`config.mk`:
```
export PLATFORM = sky130hd
export DESIGN_NAME = plane_scan_addr
export DESIGN_NICKNAME = d
export VERILOG_FILES = /design/src/rtl/scan_addr_pkg.sv /design/src/rtl/scan_addr_ctrl.sv /design/src/rtl/scan_addr_dp.sv /design/src/rtl/plane_scan_addr.sv
export SDC_FILE = /design/constraint.sdc
export NUM_CORES = 1
export LEC_CHECK = 0
export BUFFER_PORTS_ARGS = -buffer_cell sky130_fd_sc_hd__buf_2
export CORE_AREA = 4 4 125 175
export DETAILED_ROUTE_END_ITERATION = 16
export DIE_AREA = 0 0 129 179
export MAX_ROUTING_LAYER = met4
export PLACE_DENSITY = 0.81
export SYNTH_ARGS = -nofsm -noshare
export SYNTH_HDL_FRONTEND = slang
export SYNTH_SLANG_ARGS = --single-unit
```
`constraint.sdc`:
```
create_clock -name clk -period 3.3 [get_ports clk]
set_input_delay 0 -clock clk [delete_from_list [all_inputs] [get_ports clk]]
set_output_delay 0 -clock clk [all_outputs]
set_load 0.1 [all_outputs]
```
`src/rtl/scan_addr_pkg.sv`:
```
package scan_addr_pkg;
  typedef enum logic [1:0] {
    SEL_START  = 2'd0,
    SEL_OFFSET = 2'd1,
    SEL_STRIDE = 2'd2,
    SEL_NONE   = 2'd3
  } reg_sel_e;

  // Strobes from control to datapath
  typedef struct packed {
    logic loadStart;
    logic loadOffset;
    logic loadStride;
    logic commit;
    logic frameStart;
    logic lineStep;
  } scan_strobe_t;
endpackage

```
`src/rtl/scan_addr_ctrl.sv`:
```
module scan_addr_ctrl
  import scan_addr_pkg::*;
(
  input  logic         clk,
  input  logic         rstN,
  input  logic         wrEn,
  input  logic [1:0]   wrSel,
  input  logic         vblank,
  input  logic         hsync,
  output scan_strobe_t strb,
  output logic         updateArmed
);
  logic vblankQ, hsyncQ, armed;
  logic vbRise, vbFall, hsRise;

  assign vbRise = vblank & ~vblankQ;
  assign vbFall = ~vblank & vblankQ;
  assign hsRise = hsync & ~hsyncQ;

  always_comb begin
    strb.loadStart  = wrEn && (wrSel == SEL_START);
    strb.loadOffset = wrEn && (wrSel == SEL_OFFSET);
    strb.loadStride = wrEn && (wrSel == SEL_STRIDE);
    strb.commit     = vbRise && armed;
    strb.frameStart = vbFall;
    strb.lineStep   = hsRise && !vblank;
  end

  always_ff @(posedge clk) begin
    if (!rstN) begin
      vblankQ <= 1'b0;
      hsyncQ  <= 1'b0;
      armed   <= 1'b0;
    end else begin
      vblankQ <= vblank;
      hsyncQ  <= hsync;
      // a start write in the commit cycle keeps the request alive
      if (strb.loadStart)   armed <= 1'b1;
      else if (strb.commit) armed <= 1'b0;
    end
  end

  assign updateArmed = armed;
endmodule

```
`src/rtl/scan_addr_dp.sv`:
```
module scan_addr_dp
  import scan_addr_pkg::*;
#(
  parameter int ADDR_W         = 32,
  parameter int STRIDE_LSB     = 6,
  parameter int TILE_ALIGN_LOG = 9,
  parameter int TILE_MAX       = 16384
) (
  input  logic              clk,
  input  logic              rstN,
  input  scan_strobe_t      strb,
  input  logic [ADDR_W-1:0] wrData,
  input  logic [1:0]        rdSel,
  input  logic              tiledMode,
  input  logic              rotate180,
  output logic [ADDR_W-1:0] rdData,
  output logic [ADDR_W-1:0] lineAddr,
  output logic              alignErr,
  output logic              rangeErr
);
  localparam logic [ADDR_W-1:0] STRIDE_MASK = {{(ADDR_W-STRIDE_LSB){1'b1}}, {STRIDE_LSB{1'b0}}};
  localparam int                TILE_BITS   = TILE_ALIGN_LOG - STRIDE_LSB;

  logic [ADDR_W-1:0] pendStart, pendStride, actStart, actStride, offsetReg;
  logic [ADDR_W-1:0] firstAddr, nextLine;

  assign firstAddr = actStart + offsetReg;
  assign nextLine  = rotate180 ? (lineAddr - actStride) : (lineAddr + actStride);

  always_ff @(posedge clk) begin
    if (!rstN) begin
      pendStart  <= '0;
      pendStride <= '0;
      actStart   <= '0;
      actStride  <= '0;
      offsetReg  <= '0;
      lineAddr   <= '0;
      alignErr   <= 1'b0;
      rangeErr   <= 1'b0;
    end else begin
      if (strb.loadStart)  pendStart  <= wrData;
      if (strb.loadStride) pendStride <= wrData & STRIDE_MASK;
      if (strb.loadOffset) offsetReg  <= wrData;
      if (strb.commit) begin
        actStart  <= pendStart;
        actStride <= pendStride;
      end
      if (strb.frameStart)    lineAddr <= firstAddr;
      else if (strb.lineStep) lineAddr <= nextLine;
      alignErr <= tiledMode && (|pendStride[STRIDE_LSB +: TILE_BITS]);
      rangeErr <= tiledMode && (pendStride > ADDR_W'(TILE_MAX));
    end
  end

  always_comb begin
    unique case (reg_sel_e'(rdSel))
      SEL_START:  rdData = pendStart;
      SEL_OFFSET: rdData = offsetReg;
      SEL_STRIDE: rdData = pendStride;
      default:    rdData = '0;
    endcase
  end
endmodule

```
`src/rtl/plane_scan_addr.sv`:
```
module plane_scan_addr
  import scan_addr_pkg::*;
#(
  parameter int ADDR_W = 32
) (
  input  logic              clk,
  input  logic              rstN,
  input  logic              wrEn,
  input  logic [1:0]        wrSel,
  input  logic [ADDR_W-1:0] wrData,
  input  logic [1:0]        rdSel,
  output logic [ADDR_W-1:0] rdData,
  input  logic              tiledMode,
  input  logic              rotate180,
  input  logic              vblank,
  input  logic              hsync,
  output logic [ADDR_W-1:0] lineAddr,
  output logic              updateArmed,
  output logic              strideAlignErr,
  output logic              strideRangeErr
);
  scan_strobe_t strb;

  scan_addr_ctrl u_ctrl (
    .clk(clk), .rstN(rstN), .wrEn(wrEn), .wrSel(wrSel),
    .vblank(vblank), .hsync(hsync), .strb(strb), .updateArmed(updateArmed)
  );

  scan_addr_dp #(.ADDR_W(ADDR_W)) u_dp (
    .clk(clk), .rstN(rstN), .strb(strb), .wrData(wrData), .rdSel(rdSel),
    .tiledMode(tiledMode), .rotate180(rotate180), .rdData(rdData),
    .lineAddr(lineAddr), .alignErr(strideAlignErr), .rangeErr(strideRangeErr)
  );
endmodule

```
==> out/metrics.csv <==
metric,value,unit
status,finished with violations,
required arrival time at the worst endpoint,3.57,ns
Detailed Route Iter0 Violations,1300,
number of CTS-inserted buffers,17,
WP data arrival,3.74,ns
worst clock skew on the final layout,0.00909,ns
total power consumption of the routed design,6.14,mW
Maximum Capacitance Violations,0,
DRC violation count after routing,0,
sequential element share of the synthesized area,0.343,
Die Footprint,23100,um^2
type of the most critical hold path,in -> reg,
total power divided by cell area,472,nW/um^2
Clock Root Buffer,sky130_fd_sc_hd__clkbuf_16,
cell repeated most along the worst path,sky130_fd_sc_hd__buf_4,
most used cells in the layout excluding fill and tap cells,"370 x sky130_fd_sc_hd__nand2_1, 209 x sky130_fd_sc_hd__a21oi_1, 183 x sky130_fd_sc_hd__dfxtp_1",
GRT Total Usage,0.275,
"Max FO, Critical Path",3,
die width,129,um
number of global-route vias before repair,10016,
setup slack of the critical path after layout,-0.175,ns
main flop type after synthesis,sky130_fd_sc_hd__dfxtp_1,
"leading cell type in the layout, fill and taps excluded",sky130_fd_sc_hd__nand2_1,
Final HPWL DP,22000,um
Synth Area per Inst,7.59,um^2
area grow syn2layout,20.6,%
share of post-route cells with drive strength above 1,0.167,
weighted congestion at the end of routability-driven global placement,0.944,
Max Clk Rate,0.288,GHz
count of pins on the block boundary,110,
number of standard cells after synthesis,1422,
Lkg Pwr,5.28,nW
Max VDD drop,404,uV
number of enable flip-flop cells after synthesis,0,
TritonCTS sink count,185,
unrepaired setup endpoints after global routing,true,
final count of negative-setup-slack endpoints,6,
post-route clock period utilization,1.05,
Core Footprint,20300,um^2
routed wire length,32400,um
final worst path period need,3.48,ns
critical path capture point type,register,
peak per-stage delay on the critical path,0.40,ns
"Warnings, synthesis",0,
drt pass-1 iters,6,
setup slack at placement,-0.0784,ns
first-pass GRT wire length,49900,um
number of rows in the core area,62,
die height,179,um
count of buffers from port buffering,109,
number of filler cells placed in the layout,1713,
vias after detailed routing,11046,
"slowest stage cell, crit path",sky130_fd_sc_hd__or3_4,
headroom to the max-slew limit,0.209,
number of storage elements in the synthesis netlist,185,
final count of hold timing violations,0,
clock-pin slew of the registers on the worst-case setup and hold paths,0.07,ns
Post-synth ARST share,0,
H-tree levels,4,
post-synthesis cell area,10800,um^2
starting density of the core,0.531,
violations in the final reports,negative setup slack,
# nets final,1663,
CTS tree,built,
initial antenna violation count,1,
number of unique standard cell types used by synthesis,76,
type of origin of the critical path,register,
Final Slew Violations,0,
remaining global-route overflow,0,
via-per-instance ratio,6.04,
Slew @ Worst Pin,1.19,ns
start-to-end type of the worst setup path,reg -> reg,
CP cell instances,nor4_4 -> buf_4 -> buf_6 -> a21oi_4 -> xnor2_1 -> ha_1 -> a21o_1 -> or3_4 -> o211ai_1 -> a21boi_1 -> buf_4 -> a31o_4 -> a211o_1 -> nand3_2 -> a221oi_2,
Antenna Violating Nets Remaining,0,
maximum number of pins on one net before global-route repair,109,
syn nets,1524,
clock latency reported for the late side of the worst-skew pair,0.44,ns
WL/cell,17.7,um
number of buffers between clock root and the deepest sink,2,
[registers in the layout, indices dropped and copies added (netlist names)]
signal,count
u_dp.rangeErr,1
u_dp.pendStride,26
u_dp.pendStart,32
u_ctrl.updateArmed,1
u_ctrl.vblankQ,1
u_dp.actStride,26
u_dp.lineAddr,32
u_dp.offsetReg,32
u_dp.alignErr,1
u_ctrl.hsyncQ,1
u_dp.actStart,32
[cell type report]
class / instances / area (um^2) / share of cell area
Timing Repair Buffer: 210 / 1430 / 0.109
Sequential cell: 185 / 3710 / 0.285
Clock inverter: 8 / 82.6 / 0.00634
Antenna cell: 1 / 2.50 / 0.000192
Multi-Input combinational cell: 1132 / 6920 / 0.531
Tap cell: 256 / 320 / 0.0246
Inverter: 15 / 58.8 / 0.00452
Clock buffer: 23 / 508 / 0.0390
[synth_stat cells (4+ instances only)]
cell / count / area, um^2
sky130_fd_sc_hd__a211o_1: 5 / 43.8
sky130_fd_sc_hd__a211oi_1: 20 / 150
sky130_fd_sc_hd__a21o_1: 35 / 263
sky130_fd_sc_hd__a21oi_1: 212 / 1060
sky130_fd_sc_hd__a221oi_1: 5 / 43.8
sky130_fd_sc_hd__a31o_2: 4 / 35.0
sky130_fd_sc_hd__a31oi_1: 15 / 93.8
sky130_fd_sc_hd__and2_1: 7 / 43.8
sky130_fd_sc_hd__and3_1: 8 / 50.1
sky130_fd_sc_hd__buf_1: 4 / 15.0
sky130_fd_sc_hd__clkbuf_1: 79 / 297
sky130_fd_sc_hd__clkbuf_8: 4 / 55.1
sky130_fd_sc_hd__dfxtp_1: 185 / 3700
sky130_fd_sc_hd__ha_1: 57 / 713
sky130_fd_sc_hd__inv_1: 15 / 56.3
sky130_fd_sc_hd__mux2i_1: 41 / 410
sky130_fd_sc_hd__nand2_1: 370 / 1390
sky130_fd_sc_hd__nand2b_1: 5 / 31.3
sky130_fd_sc_hd__nand3_1: 11 / 55.1
sky130_fd_sc_hd__nand3b_1: 4 / 30.0
sky130_fd_sc_hd__nand4_1: 11 / 68.8
sky130_fd_sc_hd__nor2_1: 73 / 274
sky130_fd_sc_hd__nor2b_1: 7 / 43.8
sky130_fd_sc_hd__nor3_1: 19 / 95.1
sky130_fd_sc_hd__nor3b_1: 7 / 52.6
sky130_fd_sc_hd__nor4_1: 12 / 75.1
sky130_fd_sc_hd__o211ai_1: 6 / 45.0
sky130_fd_sc_hd__o21a_1: 14 / 105
sky130_fd_sc_hd__o21ai_0: 48 / 240
sky130_fd_sc_hd__o21ai_1: 9 / 45.0
sky130_fd_sc_hd__o21bai_1: 7 / 52.6
sky130_fd_sc_hd__o31a_1: 4 / 35.0
sky130_fd_sc_hd__or3_1: 8 / 50.1
sky130_fd_sc_hd__xnor2_1: 44 / 385
sky130_fd_sc_hd__xor2_1: 12 / 105
[final timing paths]
check	startpoint	endpoint	slack (ns)	cells past startpoint
max	u_dp.actStride[11]	u_dp.lineAddr[21]	-0.18	15
min	wrSel[1]	u_dp.offsetReg[27]	0.11	4
max reg2reg	u_dp.actStride[11]	u_dp.lineAddr[21]	-0.18	15
min reg2reg	u_dp.lineAddr[4]	u_dp.lineAddr[4]	0.45	2
[metrics by stage]
stage	hold slack (ns)	utilization	cells	area (um^2)	TNS, ns
floorplan	0.122	-	1422	10800	0
global placement	0.253	0.577	1752	11700	0
detailed placement	0.260	0.577	1752	11700	-0.202
CTS	0.0839	0.627	1824	12800	-0.0340
global route	0.123	0.641	1830	13000	-1.91
finish	0.110	0.641	1830	13000	-0.623
[repair_timing]
item,CTS,global route
hold endpoints to repair,98,0
gates resized for setup,8,41
buffers inserted,2,5
endpoints found under the setup margin,6,11
pin swaps,9,46
gates cloned,0,0
hold buffers,39,0
[worst max-delay path, delay by kind of cell, from the launching register on]
kind / cells / cell delay (ns)
AO/OA/AOI/OAI: 7 / 1.17
adder cells (fa/ha/maj): 1 / 0.28
buffers and inverters: 3 / 0.44
flip-flops: 1 / 0.33
AND/OR/NAND/NOR: 3 / 0.86
XOR/XNOR: 1 / 0.21
[per-layer routing]
metal / GRT usage / vias to the layer above / share of wire
met5: - / - / 0
met4: 0.111 / 0 / 0.034
met3: 0.0411 / 94 / 0.073
met2: 0.439 / 539 / 0.48
met1: 0.349 / 5165 / 0.42
li1: - / 5248 / -
[where the power goes]
group	total [mW]	internal (mW)	switching (mW)
logic	1.70	0.633	1.07
clock network	2.06	1.16	0.893
registers	2.39	2.31	0.0784
[cells by family (layout without fill, tap and decap cells)]
group | Yosys count | count (layout) | share of synthesized area
XOR/XNOR | 57 | 57 | 0.0469
buffers and inverters | 105 | 256 | 0.0411
other | 0 | 1 | 0
multiplexers | 44 | 44 | 0.0415
flip-flops | 185 | 185 | 0.343
adder cells (fa/ha/maj) | 59 | 59 | 0.0698
AND/OR/NAND/NOR | 556 | 556 | 0.223
AO/OA/AOI/OAI | 416 | 416 | 0.235
Power figures use the tool's default switching activity.
